File: src/rtl/dma_seq_pkg.sv
package dma_seq_pkg;

  typedef enum logic [1:0] {
    SZ_BYTE  = 2'd0,
    SZ_WORD  = 2'd1,
    SZ_LONG  = 2'd2,
    SZ_BLK16 = 2'd3
  } unit_sz_e;

  typedef enum logic [1:0] {
    ST_NORMAL = 2'd0,
    ST_GAP16  = 2'd1,
    ST_GAP64  = 2'd2,
    ST_RSVD   = 2'd3
  } steal_e;

  typedef struct packed {
    logic     burst;
    steal_e   steal;
    unit_sz_e size;
  } seq_cfg_t;

  typedef enum logic [2:0] {
    S_IDLE,
    S_ARMED,
    S_REQ,
    S_RD,
    S_WR,
    S_GAP,
    S_END
  } seq_state_e;

  localparam int BLK_BEATS = 4;

endpackage

File: src/rtl/dma_gap_timer.sv
module dma_gap_timer #(
  parameter int GAP_SHORT = 16,
  parameter int GAP_LONG  = 64
) (
  input  logic clk,
  input  logic rst_n,
  input  logic start,
  input  logic long_sel,
  output logic expired
);
  localparam int TW = $clog2(GAP_LONG + 1);
  localparam logic [TW-1:0] LOAD_S = TW'(GAP_SHORT - 1);
  localparam logic [TW-1:0] LOAD_L = TW'(GAP_LONG - 1);

  logic [TW-1:0] cnt_q;

  always_ff @(posedge clk) begin
    if (!rst_n)             cnt_q <= '0;
    else if (start)         cnt_q <= long_sel ? LOAD_L : LOAD_S;
    else if (cnt_q != '0)   cnt_q <= cnt_q - 1'b1;
  end

  assign expired = (cnt_q == '0);
endmodule

File: src/rtl/dma_unit_counter.sv
module dma_unit_counter #(
  parameter int CNT_W = 16
) (
  input  logic             clk,
  input  logic             rst_n,
  input  logic             load,
  input  logic [CNT_W-1:0] load_val,
  input  logic             dec,
  output logic             is_last
);
  logic [CNT_W-1:0] cnt_q;

  always_ff @(posedge clk) begin
    if (!rst_n)               cnt_q <= '0;
    else if (load)            cnt_q <= load_val;
    else if (dec && cnt_q != '0) cnt_q <= cnt_q - 1'b1;
  end

  assign is_last = (cnt_q == CNT_W'(1));
endmodule

File: src/rtl/dma_tenure_fsm.sv
module dma_tenure_fsm
  import dma_seq_pkg::*;
(
  input  logic     clk,
  input  logic     rst_n,
  input  logic     go,
  input  logic     cnt_nonzero,
  input  seq_cfg_t cfg_in,
  input  logic     req_n,
  input  logic     bus_gnt,
  input  logic     mem_done,
  input  logic     cnt_last,
  input  logic     gap_expired,
  output logic     cnt_load,
  output logic     unit_done,
  output logic     gap_start,
  output logic     gap_long,
  output logic     bus_req,
  output logic     rd_stb,
  output logic     wr_stb,
  output logic [1:0] beat_sz,
  output logic     xfer_end
);
  localparam int BW = $clog2(BLK_BEATS);

  seq_state_e state_q, state_d;
  seq_cfg_t   cfg_q;
  logic [BW-1:0] beat_q;
  logic [BW-1:0] beat_max;
  logic          last_beat;
  logic          pend_q;
  logic          intermittent;

  assign beat_max     = (cfg_q.size == SZ_BLK16) ? BW'(BLK_BEATS - 1) : '0;
  assign last_beat    = (beat_q == beat_max);
  assign intermittent = !cfg_q.burst &&
                        (cfg_q.steal == ST_GAP16 || cfg_q.steal == ST_GAP64);

  assign cnt_load  = (state_q == S_IDLE) && go && cnt_nonzero;
  assign unit_done = (state_q == S_WR) && mem_done && last_beat;
  assign gap_start = unit_done && !cnt_last && intermittent;
  assign gap_long  = (cfg_q.steal == ST_GAP64);

  assign bus_req  = (state_q == S_REQ) || (state_q == S_RD) || (state_q == S_WR);
  assign rd_stb   = (state_q == S_RD);
  assign wr_stb   = (state_q == S_WR);
  assign xfer_end = (state_q == S_END);
  assign beat_sz  = (cfg_q.size == SZ_BLK16) ? 2'(SZ_LONG) : 2'(cfg_q.size);

  always_comb begin
    state_d = state_q;
    case (state_q)
      S_IDLE:  if (cnt_load) state_d = S_ARMED;
      S_ARMED: if (!req_n) state_d = S_REQ;
      S_REQ:   if (bus_gnt) state_d = S_RD;
      S_RD:    if (mem_done && last_beat) state_d = S_WR;
      S_WR: begin
        if (unit_done) begin
          if (cnt_last)          state_d = S_END;
          else if (cfg_q.burst)  state_d = req_n ? S_ARMED : S_RD;
          else if (intermittent) state_d = S_GAP;
          else                   state_d = S_ARMED;
        end
      end
      S_GAP:   if (gap_expired) state_d = (pend_q || !req_n) ? S_REQ : S_ARMED;
      S_END:   state_d = S_IDLE;
      default: state_d = S_IDLE;
    endcase
  end

  always_ff @(posedge clk) begin
    if (!rst_n) begin
      state_q <= S_IDLE;
      cfg_q   <= '{burst: 1'b0, steal: ST_NORMAL, size: SZ_BYTE};
      beat_q  <= '0;
      pend_q  <= 1'b0;
    end else begin
      state_q <= state_d;
      if (cnt_load) cfg_q <= cfg_in;
      if ((state_q == S_RD || state_q == S_WR) && mem_done)
        beat_q <= last_beat ? '0 : beat_q + 1'b1;
      if (gap_start)
        pend_q <= 1'b0;
      else if (state_q == S_GAP && !req_n)
        pend_q <= 1'b1;
    end
  end
endmodule

File: src/rtl/dma_steal_seq.sv
module dma_steal_seq
  import dma_seq_pkg::*;
#(
  parameter int CNT_W     = 16,
  parameter int GAP_SHORT = 16,
  parameter int GAP_LONG  = 64
) (
  input  logic             clk,
  input  logic             rst_n,
  input  logic             go,
  input  logic [CNT_W-1:0] xfer_cnt,
  input  logic             burst_sel,
  input  logic [1:0]       steal_mode,
  input  logic [1:0]       unit_sz,
  input  logic             req_n,
  input  logic             bus_gnt,
  output logic             bus_req,
  output logic             rd_stb,
  output logic             wr_stb,
  output logic [1:0]       beat_sz,
  input  logic             mem_done,
  output logic             xfer_end
);
  seq_cfg_t cfg_in;
  logic cnt_load, unit_done, cnt_last;
  logic gap_start, gap_long, gap_expired;

  assign cfg_in = '{burst: burst_sel,
                    steal: steal_e'(steal_mode),
                    size:  unit_sz_e'(unit_sz)};

  dma_tenure_fsm u_fsm (
    .clk         (clk),
    .rst_n       (rst_n),
    .go          (go),
    .cnt_nonzero (xfer_cnt != '0),
    .cfg_in      (cfg_in),
    .req_n       (req_n),
    .bus_gnt     (bus_gnt),
    .mem_done    (mem_done),
    .cnt_last    (cnt_last),
    .gap_expired (gap_expired),
    .cnt_load    (cnt_load),
    .unit_done   (unit_done),
    .gap_start   (gap_start),
    .gap_long    (gap_long),
    .bus_req     (bus_req),
    .rd_stb      (rd_stb),
    .wr_stb      (wr_stb),
    .beat_sz     (beat_sz),
    .xfer_end    (xfer_end)
  );

  dma_unit_counter #(.CNT_W(CNT_W)) u_cnt (
    .clk      (clk),
    .rst_n    (rst_n),
    .load     (cnt_load),
    .load_val (xfer_cnt),
    .dec      (unit_done),
    .is_last  (cnt_last)
  );

  dma_gap_timer #(.GAP_SHORT(GAP_SHORT), .GAP_LONG(GAP_LONG)) u_gap (
    .clk      (clk),
    .rst_n    (rst_n),
    .start    (gap_start),
    .long_sel (gap_long),
    .expired  (gap_expired)
  );
endmodule

File: config.mk
export PLATFORM = sky130hd
export DESIGN_NAME = dma_steal_seq
export DESIGN_NICKNAME = d
export VERILOG_FILES = /design/src/rtl/dma_seq_pkg.sv /design/src/rtl/dma_gap_timer.sv /design/src/rtl/dma_unit_counter.sv /design/src/rtl/dma_tenure_fsm.sv /design/src/rtl/dma_steal_seq.sv
export SDC_FILE = /design/constraint.sdc
export NUM_CORES = 1
export LEC_CHECK = 0
export BUFFER_PORTS_ARGS = -buffer_cell sky130_fd_sc_hd__buf_4
export CORE_UTILIZATION = 40
export DETAILED_ROUTE_END_ITERATION = 8
export HOLD_SLACK_MARGIN = 0.1
export PLACE_DENSITY = 0.69
export REMOVE_ABC_BUFFERS = 1
export SYNTH_ARGS = -nofsm -noshare
export SYNTH_HDL_FRONTEND = slang
export SYNTH_SLANG_ARGS = --single-unit
File: constraint.sdc
create_clock -name clk -period 2.4 [get_ports clk]
set_clock_uncertainty 0.15 [all_clocks]
set_input_delay 0.24 -clock clk [delete_from_list [all_inputs] [get_ports clk]]
set_output_delay 0.24 -clock clk [all_outputs]
set_load 0.02 [all_outputs]
; Word-level counts from Yosys, hierarchy flattened
; Cells that the tools add are included.
[op_classes]
n_shift = 0
reduce_logical = 28
div_mod_pow = 0
multipliers = 0
addsub = 3
n_eq_ne = 17
n_mux = 20
bitwise = 1
magnitude_cmp = 0
[ops]
columns = op, n
row1 = 2-to-1 mux 16 bit, 2
row2 = nonzero test 16 bit, 2
row3 = 2-to-1 mux 3 bit, 9
row4 = case mux 3 bit (6 select lines), 1
row5 = "equality test 16 x 1 -> 1 bit, second input constant", 1
row6 = "subtractor 16 x 1 -> 16 bit, second input constant", 1
row7 = 2-to-1 mux 7 bit, 2
row8 = logical AND 1 bit, 11
row9 = 2-to-1 mux 2 bit, 5
row10 = "equality test 3 bit, second input constant", 3
row11 = "inequality test 2 bit, second input constant", 4
row12 = logical NOT 7 bit, 1
row13 = nonzero test 7 bit, 1
row14 = "subtractor 7 x 1 -> 7 bit, second input constant", 1
row15 = "equality test 3 x 2 -> 1 bit, second input constant", 2
row16 = 2-to-1 mux 6 bit, 1
row17 = AND reduction 6 bit, 1
row18 = logical OR 1 bit, 5
row19 = "equality test 2 bit, second input constant", 2
row20 = "inequality test 2 x 1 -> 1 bit, second input constant", 2
row21 = nonzero test 2 bit, 2
row22 = "equality test 3 x 1 -> 1 bit, second input constant", 1
row23 = logical NOT 1 bit, 3
row24 = logical NOT 3 bit, 1
row25 = other kinds (5), 5
[word_totals]
n_memories = 0
rom_bits = 0
inputBits = 27
ramBits = 0
latch_bits = 0
out_inout_bits = 6
ff_bits = 34
word_cells = 77

; Depth between registers and ports, before layout
; Gate-level depths: netlist of the first run.
[logic_depth]
ltp_word = 8
ltp_mapped = 8
mapped_depth_nobuf = 7

; Hierarchy
; A second synthesis of the first run with hierarchy kept.
[unflattened]
cells_unflattened = 257
area_unflattened_um2 = 2110.8
[modules_own_cells]
columns = mod, cells_each, seq_area_each_um2, area_per_inst_um2, instances
row1 = dma_unit_counter, 123, 320.3, 983.4, 1
row2 = dma_tenure_fsm, 87, 220.2, 716.9, 1
row3 = dma_gap_timer, 42, 140.1, 379.1, 1
row4 = dma_steal_seq, 5, 0.0, 31.3, 1

; Worst setup path before layout of the first run
; No wires, ideal clock.
[synth_timing]
kind = register to register
start = reg u_fsm.state_q[2]
end = reg u_fsm.beat_q[0]
synth_period_minus_slack_ns = 2.067
arrival_ns = 1.846
stages_incl_launch_ff = 6
slack_ns = 0.333
n_path_buf = 1
cell_sequence = dfxtp_1 clkbuf_1 nor3b_1 o21ai_0 or3_1 a21oi_1
[synth_between]
elab_chain_cells = 3
[synth_rtl]
columns = item, line
row1 = "start, declared", dma_tenure_fsm.sv:26  ; seq_state_e state_q, state_d;
row2 = "start signal, assigned", dma_tenure_fsm.sv:78  ; state_q <= state_d;
row3 = equality test 3 x 2 -> 1 bit, n/a
row4 = via rd_stb, dma_steal_seq.sv:18  ; output logic rd_stb,
row5 = logical OR 1 bit, dma_tenure_fsm.sv:80  ; if ((state_q == S_RD || state_q == S_WR) && mem_done)
row6 = logical AND 1 bit, dma_tenure_fsm.sv:80
row7 = "end signal, assigned", dma_tenure_fsm.sv:81  ; beat_q <= last_beat ? '0 : beat_q + 1'b1;
row8 = "end, declared", dma_tenure_fsm.sv:28  ; logic [BW-1:0] beat_q;
; The timed path passes the listed nets, and every way through them passes these cells.
; A chain may end at the register's enable or synchronous reset.

; Worst setup path in the final report of the first run
[layout_timing]
start = in xfer_cnt[14]
end = reg u_cnt.cnt_q[13]
[layout_between]
elab_chain_cells = 3
[layout_rtl]
columns = item, line
row1 = "start, declared", dma_steal_seq.sv:11  ; input logic [CNT_W-1:0] xfer_cnt,
row2 = nonzero test 16 bit *, dma_steal_seq.sv:36  ; .cnt_nonzero (xfer_cnt != '0),
row3 = logical AND 1 bit *, dma_tenure_fsm.sv:39  ; assign cnt_load = (state_q == S_IDLE) && go && cnt_nonzero;
row4 = 2-to-1 mux 16 bit / nonzero test 2 bit (equally long branches), n/a
row5 = "end signal, assigned", dma_unit_counter.sv:15  ; else if (load) cnt_q <= load_val;
row6 = "end signal, assigned", dma_unit_counter.sv:16  ; else if (dec && cnt_q != '0) cnt_q <= cnt_q - 1'b1;
row7 = "end, declared", dma_unit_counter.sv:11  ; logic [CNT_W-1:0] cnt_q;
; Every way passes the cells marked *; elsewhere a longest branch is shown, timed or not.

==> impl_metrics.env, run 1 <==
export IMPL_yosysUniqueCellTypes=55
export IMPL_min_period_over_period_pct=92.8
export IMPL_grt_setup_unrepaired="no"
export IMPL_critPathLaunch="xfer_cnt[14]"
export IMPL_dp_hpwl_um=3900
export IMPL_syn_instance_count=255
export IMPL_final_common_cell="buf_4"
export IMPL_clock_sinks=34
export IMPL_die_area_mm2=0.00548
export IMPL_total_power_mw=2.53
export IMPL_rr_endpoint="u_cnt.cnt_q[5]"
export IMPL_drt_first_pass_iters=4
export IMPL_fin_cells=367
export IMPL_cts_made_buffers=5
export IMPL_cp_top_family="simple AND/OR/NAND/NOR gates"
export IMPL_area_delta_synth_final_pct=26.3
export IMPL_cts_path_max_buffers=2
export IMPL_start_kind="input port"
export IMPL_critPathCaptureType="flop"
export IMPL_synth_edf_count=0
export IMPL_wl_per_cell_um=14.4
export IMPL_whs_path_depth=3
export IMPL_stdcell_area_mm2=0.00262
export IMPL_num_vias=2095
export IMPL_antenna_left=0
export IMPL_cap_violations=0
export IMPL_path_buf_inv=2
export IMPL_max_freq_ghz=0.449
export IMPL_cp_slowest_cell="dlygate4sd3_1"
export IMPL_start_util_pct=42.8
export IMPL_fin_crit_ps=2230
export IMPL_setup_tns_ps=0
export IMPL_track_usage_pct=20.6
export IMPL_drcViolationCount=0
export IMPL_post_cts_buffers=0
export IMPL_grt_pass1_wl_um=8510
export IMPL_hold_viol=0
export IMPL_rrSetupSlack_ps=190
export IMPL_cts_tree="built"
export IMPL_drive_above_1_share_pct=22.3
export IMPL_clk_pin_slew_ps=80
export IMPL_place_area_mm2=0.00241
export IMPL_netlist_area_mm2=0.00207
export IMPL_min_to="u_cnt.cnt_q[12]"
export IMPL_grt_max_degree=22
export IMPL_cp_arrival_ps=2270
export IMPL_status="complete, no violations"
export IMPL_routed_via_density=5.71
export IMPL_hold_class="input port to flop"
export IMPL_clockRootBuffer="clkbuf_8"
export IMPL_fin_nets=332
export IMPL_clkLatencyLatePin_ps=300
export IMPL_async_reset_ff_share_pct=0
export IMPL_cts_resized=0
export IMPL_io_pins=33
export IMPL_place_congestion=0.854
export IMPL_crit_chain="dlygate4sd3_1, buf_4, nor4_1, nand4_1, and2_2, a22o_1, a32o_1"
export IMPL_crit_fanout=21
export IMPL_irDropWorstVdd_uv=409
export IMPL_fill_cells=465
export IMPL_synth_warnings=0
export IMPL_slew_viol_final=0
export IMPL_setup_viol=0
export IMPL_worstPathRequired_ps=2440
export IMPL_worstReg2RegStart="u_fsm.state_q[0]"
export IMPL_wirelength_um=5280
export IMPL_place_inst=352
export IMPL_r2r_cells=5
export IMPL_drt_first_iter_violations=117
export IMPL_fp_coreArea_mm2=0.00485
export IMPL_yosysSeqAreaShare_pct=32.8
export IMPL_maxSlewHeadroom_pct=64.4
export IMPL_die_w_um=74.0
export IMPL_synth_main_ff_cell="dfxtp_1"
export IMPL_path_class="input port to flop"
export IMPL_portBuffers=32
export IMPL_cts_hold_buffers_added=7
export IMPL_ys_ff_latch=34
export IMPL_cts_htree_levels=2
export IMPL_cp_num_cells=7
export IMPL_holdCritStartpoint="xfer_cnt[12]"
export IMPL_tightestPinTransition_ps=531
export IMPL_diodes=0
export IMPL_p_leak_nw=0.995
export IMPL_overflow=0
export IMPL_powerDensity_mw_per_mm2=965
export IMPL_antenna_found_initial=0
export IMPL_max_stage_delay_ps=530
export IMPL_row_count=25
export IMPL_die_height_um=74.0
export IMPL_layout_common_cells="buf_4 (42), dfxtp_1 (34), nand2_1 (30)"
export IMPL_avgSynthCellArea_um2=8.13
export IMPL_first_global_vias=1858
export IMPL_worst_hold_slack_ps=120
## worst reg2reg max path: stages (launching register included)
cell	delay (ps)
dfxtp_1	440
nor3_1	340
and2_2	250
and2_2	410
mux2i_1	150
a2111oi_2	370
## synthesized netlist by cell type (all sizes together), types with 5 or more instances
cell     n  area, µm²
dfxtp   34        681
nor4     9       83.8
a21oi   23        115
nand4    7       43.8
clkbuf   8       30.0
o21ai    9       45.0
nor2    21       78.8
a211oi   7       65.1
inv      7       26.3
xor2     5       43.8
nor3    12       65.1
ha       6       75.1
nand2   30        113
o211ai   7       52.6
## flip-flops by register name (all words and copies together) (netlist names)
register / count
u_fsm.beat_q: 2
u_gap.cnt_q: 7
u_fsm.state_q: 3
u_fsm.pend_q: 1
u_fsm.cfg_q: 5
u_cnt.cnt_q: 16
## layer usage
layer,track usage [%],routed length [µm],up-vias
li1,-,-,1045
met5,0,0,-
met1,27.6,2420,976
met3,3.39,285,8
met4,8.33,85,0
met2,33.1,2490,66
## through the flow
step | setup slack [ps] | util [%]
CTS | 198 | 54.0
global route | 26.9 | 54.0
global placement | 272 | 49.7
detailed placement | 242 | 49.7
finish | 172 | 54.0
floorplan | 204 | -
## layout make-up
type	count	area [µm²]	share of cell area (%)
Inverter	8	30.0	1.15
Tap cell	67	83.8	3.20
Clock buffer	5	68.8	2.63
Sequential cell	34	681	26.0
Timing Repair Buffer	49	385	14.7
Multi-Input combinational cell	201	1300	49.7
Clock inverter	3	68.8	2.63
## how the worst max path moves through the flow
stage and to:
6_report u_cnt.cnt_q[13], 5_1_grt u_cnt.cnt_q[5], 4_1_cts u_cnt.cnt_q[13], 3_5_place_dp u_cnt.cnt_q[5], 3_3_place_gp u_cnt.cnt_q[13], 2_1_floorplan u_fsm.beat_q[0]
## power breakdown
| group | switching (mW) | internal (mW) | total [mW] |
|---|---|---|---|
| Combinational | 0.540 | 0.473 | 1.01 |
| Sequential | 0.162 | 0.696 | 0.858 |
| Clock | 0.239 | 0.416 | 0.656 |
| Total | 0.942 | 1.59 | 2.53 |
## logic make-up (layout without fill, tap and decap cells)
logic type | after synthesis | after routing | share of synthesized area [%]
buffers and inverters | 20 | 65 | 4.41
and+or+nand+nor | 113 | 113 | 30.3
AOI/OAI and AO/OA | 73 | 73 | 24.9
DFF | 34 | 34 | 32.8
xor gates and xnor gates | 7 | 7 | 2.96
adders and majority gates | 6 | 6 | 3.62
muxes | 2 | 2 | 1.03
(Power assumes the default switching activity.)
==> run 2, diff against run 1 <==
Clock period 2.4 ns to 2.45 ns, I/O delays scaled along.
==> run 2 against run 1 <==
  * Via count down 1.4%
  * Core utilization is 0.15 points lower
  * Sequential share of layout area is 0.075 points higher
  * Design area is 0.29% lower
  * Largest cell class unchanged
==> impl_metrics.env, run 2 (synthesis results as in run 1) <==
export IMPL_total_power_mw=2.46
export IMPL_worstPathRequired_ps=2480
export IMPL_die_height_um=74.0
export IMPL_wirelength_um=5220
export IMPL_place_area_mm2=0.00240
export IMPL_cp_arrival_ps=2310
export IMPL_drcViolationCount=0
export IMPL_crit_chain="dlygate4sd3_1, buf_4, nor4_1, nand4_1, and2_2, a22o_1, a32o_1"
export IMPL_setup_tns_ps=0
export IMPL_final_common_cell="buf_4"
export IMPL_row_count=25
export IMPL_cts_path_max_buffers=2
export IMPL_track_usage_pct=20.8
export IMPL_irDropWorstVdd_uv=603
export IMPL_regMostFlops="u_cnt.cnt_q"
export IMPL_whs_path_depth=2
export IMPL_grt_setup_unrepaired="no"
export IMPL_cap_violations=0
export IMPL_dp_slack_ps=271
export IMPL_num_vias=2065
export IMPL_max_stage_delay_ps=530
export IMPL_io_pins=33
export IMPL_pwr_share_clk_pct=25.6
export IMPL_slew_viol_final=0
export IMPL_setup_ws_ps=169
export IMPL_fin_nets=331
export IMPL_maxSlewHeadroom_pct=65.4
export IMPL_path_class="input port to flop"
export IMPL_place_congestion=0.886
export IMPL_stdcell_area_mm2=0.00261
export IMPL_tightestPinTransition_ps=517
export IMPL_area_delta_synth_final_pct=26.0
export IMPL_r2r_cells=5
export IMPL_grt_max_degree=22
export IMPL_cts_made_buffers=5
export IMPL_fin_crit_ps=2280
export IMPL_fin_util_pct=53.9
export IMPL_place_inst=351
export IMPL_p_comb_share_pct=40.5
export IMPL_antenna_found_initial=0
export IMPL_layout_common_cells="buf_4 (41), dfxtp_1 (34), nand2_1 (30)"
export IMPL_start_kind="input port"
export IMPL_setup_viol=0
export IMPL_drt_first_pass_iters=4
export IMPL_clock_sinks=34
export IMPL_clk_pin_slew_ps=80
export IMPL_cts_tree="built"
export IMPL_clockRootBuffer="clkbuf_8"
export IMPL_cts_htree_levels=2
export IMPL_die_area_mm2=0.00548
export IMPL_fill_cells=476
export IMPL_p_seq_share_pct=33.9
export IMPL_fp_coreArea_mm2=0.00485
export IMPL_first_global_vias=1885
export IMPL_swShare_pct=36.9
export IMPL_cp_slowest_cell="dlygate4sd3_1"
export IMPL_drt_first_iter_violations=113
export IMPL_overflow=0
export IMPL_wl_per_cell_um=14.3
export IMPL_largest_reg_flops=16
export IMPL_max_freq_ghz=0.438
export IMPL_die_w_um=74.0
export IMPL_post_cts_buffers=0
export IMPL_worst_hold_slack_ps=124
export IMPL_start_util_pct=42.8
export IMPL_status="complete, no violations"
export IMPL_critPathCaptureType="flop"
export IMPL_crit_fanout=21
export IMPL_hold_class="input port to flop"
export IMPL_switching_power_mw=0.909
export IMPL_internal_power_mw=1.55
export IMPL_dp_hpwl_um=3860
export IMPL_reg_top3="u_cnt.cnt_q x16, u_gap.cnt_q x7, u_fsm.cfg_q x5"
export IMPL_hold_viol=0
export IMPL_p_leak_nw=0.991
export IMPL_portBuffers=32
export IMPL_routed_via_density=5.64
export IMPL_clkLatencyLatePin_ps=300
export IMPL_diodes=0
export IMPL_antenna_left=0
export IMPL_rrSetupSlack_ps=220
export IMPL_min_period_over_period_pct=93.1
export IMPL_fin_cells=366
export IMPL_drive_above_1_share_pct=22.1
export IMPL_grt_pass1_wl_um=8690
export IMPL_powerDensity_mw_per_mm2=943
-- run 2: changes by cell type in the layout (fill, tap and decap cells not counted) --
cell   before  now
buf_4      42   41
-- run 2: final timing paths --
path | from | to
worst max-delay path | xfer_cnt[14] | u_cnt.cnt_q[13]
worst min-delay path | rst_n | u_gap.cnt_q[1]
worst max register to register | u_fsm.state_q[0] | u_cnt.cnt_q[5]
worst min register to register | u_fsm.cfg_q[2] | u_fsm.cfg_q[2]
-- run 2: routing by layer --
layer / global-route usage [%] / share of wire, % / vias to the layer above
met5: 0 / 0 / -
met4: 8.33 / 1.8 / 0
met3: 4.20 / 4.5 / 10
met2: 32.5 / 45 / 47
met1: 28.2 / 48 / 968
li1: - / - / 1040
-- run 2: timing repair --
action,in CTS,in global routing
gates resized for setup,0,0
endpoints found under the setup margin,0,0
hold buffers,7,0
endpoints found under the hold margin,7,0
-- run 2: critical path: cells and delay by family --
family                 cells  cell delay (ps)
buffers and inverters      2              670
AOI/OAI and AO/OA          2              480
and+or+nand+nor            3              900
-- run 2: cell type report --
class,count,area (µm²),area share (%)
multi-input combinational,201,1300,49.8
sequential,34,681,26.1
timing repair buffer,48,378,14.5
tap,67,83.8,3.21
clock buffer,5,68.8,2.64
clock inverter,3,68.8,2.64
inverter,8,30.0,1.15
-- run 2: power by group through the flow --
| stage | Combinational (mW) | Clock, mW | Sequential [mW] |
|---|---|---|---|
| floorplan | 0.712 | 0 | 0.821 |
| finish | 0.996 | 0.631 | 0.835 |
| CTS | 0.998 | 0.644 | 0.835 |
| detailed placement | 0.974 | 0 | 0.845 |
| global placement | 0.959 | 0 | 0.844 |
| global route | 1.12 | 0.662 | 0.860 |
==> run 3, diff against run 2 <==
Settings changed: CORE_UTILIZATION 40 to 30, PLACE_DENSITY 0.69 to 0.57.
==> run 3 against run 2 <==
  * Fmax grew 5.6%
  * First-iteration DRC count shrank 20%
  * Critical path depth shrank 2
  * Count of clock-buffer cells in the layout is the same
  * Core utilization shrank 13 points
  * Highest routed layer unchanged
==> impl_metrics.env, run 3 (synthesis results as in run 1) <==
export IMPL_setup_tns_ps=0
export IMPL_clk_pin_slew_ps=80
export IMPL_grt_max_degree=22
export IMPL_status="complete, no violations"
export IMPL_wl_per_cell_um=14.8
export IMPL_wirelength_um=5600
export IMPL_cts_path_max_buffers=2
export IMPL_die_height_um=85.1
export IMPL_setup_viol=0
export IMPL_multi_input_comb_area_mm2=0.00130
export IMPL_die_w_um=85.1
export IMPL_hold_viol=0
export IMPL_row_count=29
export IMPL_antenna_found_initial=0
export IMPL_powerDensity_mw_per_mm2=945
export IMPL_rrSetupSlack_ps=290
export IMPL_fin_nets=332
export IMPL_max_stage_delay_ps=430
export IMPL_die_area_mm2=0.00725
export IMPL_start_kind="flop"
export IMPL_cp_slowest_cell="and2_2"
export IMPL_layout_common_cells="buf_4 (43), dfxtp_1 (34), nand2_1 (30)"
export IMPL_min_period_over_period_pct=88.2
export IMPL_overflow=0
export IMPL_place_congestion=0.818
export IMPL_drt_first_iter_violations=90
export IMPL_max_freq_ghz=0.463
export IMPL_drive_above_1_share_pct=22.7
export IMPL_crit_chain="nor3_1, and2_2, and2_2, mux2i_1, a2111oi_2"
export IMPL_irDropWorstVdd_uv=385
export IMPL_cp_common_cell="and2_2"
export IMPL_track_usage_pct=16.2
export IMPL_grt_pass1_wl_um=9260
export IMPL_cts_resized=0
export IMPL_dp_hpwl_um=4140
export IMPL_total_power_mw=2.48
export IMPL_routed_via_density=5.63
export IMPL_cp_arrival_ps=2210
export IMPL_grt_setup_unrepaired="no"
export IMPL_rr_endpoint="u_cnt.cnt_q[5]"
export IMPL_p_leak_nw=0.997
export IMPL_antenna_left=0
export IMPL_clockRootBuffer="clkbuf_8"
export IMPL_maxSlewHeadroom_pct=64.8
export IMPL_critPathLaunch="u_fsm.state_q[1]"
export IMPL_cts_tree="built"
export IMPL_critPathCapture="u_cnt.cnt_q[5]"
export IMPL_io_pins=33
export IMPL_fin_crit_ps=2160
export IMPL_clock_sinks=34
export IMPL_clkLatencyLatePin_ps=300
export IMPL_cts_made_buffers=5
export IMPL_cap_violations=0
export IMPL_ff_latch_area_um2=681
export IMPL_tightestPinTransition_ps=523
export IMPL_fp_coreArea_mm2=0.00649
export IMPL_cp_top_family="simple AND/OR/NAND/NOR gates"
export IMPL_reg_top3="u_cnt.cnt_q x16, u_gap.cnt_q x7, u_fsm.cfg_q x5"
export IMPL_largest_reg_flops=16
export IMPL_critPathCaptureType="flop"
export IMPL_drcViolationCount=0
export IMPL_drt_first_pass_iters=4
export IMPL_num_vias=2123
export IMPL_path_class="flop to flop"
export IMPL_diodes=0
export IMPL_area_delta_synth_final_pct=26.8
export IMPL_worstPathRequired_ps=2500
export IMPL_slew_viol_final=0
export IMPL_worstReg2RegStart="u_fsm.state_q[1]"
export IMPL_cts_htree_levels=2
export IMPL_first_global_vias=1944
export IMPL_cp_num_cells=5
export IMPL_path_buf_inv=0
export IMPL_portBuffers=32
export IMPL_start_util_pct=31.9
export IMPL_fill_cells=673
export IMPL_crit_fanout=21
export IMPL_hold_class="input port to flop"
export IMPL_regMostFlops="u_cnt.cnt_q"
export IMPL_final_common_cell="buf_4"
export IMPL_r2r_cells=5
run 3: changes by cell type in the layout (fill, tap and decap cells not counted), sizes merged:
cell,delta
dlygate4sd3,-1
buf,+2
run 3: layer usage:
metal / up-vias / routed length [µm] / global-route usage (%)
li1: 1043 / - / -
met1: 1002 / 2670 / 21.3
met2: 69 / 2550 / 25.6
met3: 9 / 292 / 4.86
met4: 0 / 80 / 4.93
met5: - / 0 / 0
run 3: through the flow:
step	util [%]	hold WS (ps)	cells	setup WS [ps]	area, µm²
6_report	40.5	110	377	289	2630
5_1_grt	40.5	115	377	136	2630
4_1_cts	40.5	110	377	298	2630
3_5_place_dp	37.4	303	363	247	2430
3_3_place_gp	37.4	295	363	271	2430
2_1_floorplan	-	213	243	254	2010
run 3: cell type report:
type	instances	area share (%)
multi-input combinational	201	49.5
sequential	34	25.9
timing repair buffer	49	14.6
tap	77	3.66
clock buffer	5	2.62
clock inverter	3	2.62
inverter	8	1.14
run 3: how the worst min path moves through the flow:
stage,from,end,cells past startpoint,slack [ps]
5_1_grt,rst_n,u_gap.cnt_q[1],2,120
3_3_place_gp,u_fsm.cfg_q[2],u_fsm.cfg_q[2],2,290
6_report,xfer_cnt[6],u_cnt.cnt_q[6],3,110
3_5_place_dp,u_fsm.cfg_q[2],u_fsm.cfg_q[2],2,300
2_1_floorplan,rst_n,u_gap.cnt_q[1],1,210
4_1_cts,xfer_cnt[6],u_cnt.cnt_q[6],3,110
run 3: what timing repair did:
action	in CTS	in global routing
hold buffers	6	0
endpoints found under the hold margin	6	0
endpoints found under the setup margin	0	0
setup buffers	0	0
run 3: report_power, final:
part	internal (mW)	switching, mW	leakage [nW]	total [mW]
registers	0.682	0.154	0.280	0.836
clock network	0.408	0.227	0.0683	0.634
logic	0.465	0.550	0.649	1.01
run 3: tightest hold or removal path, delay by kind of cell:
kind	cells	cell delay, ps
simple gates	1	100
buf+inv	1	110
compound gates	1	50
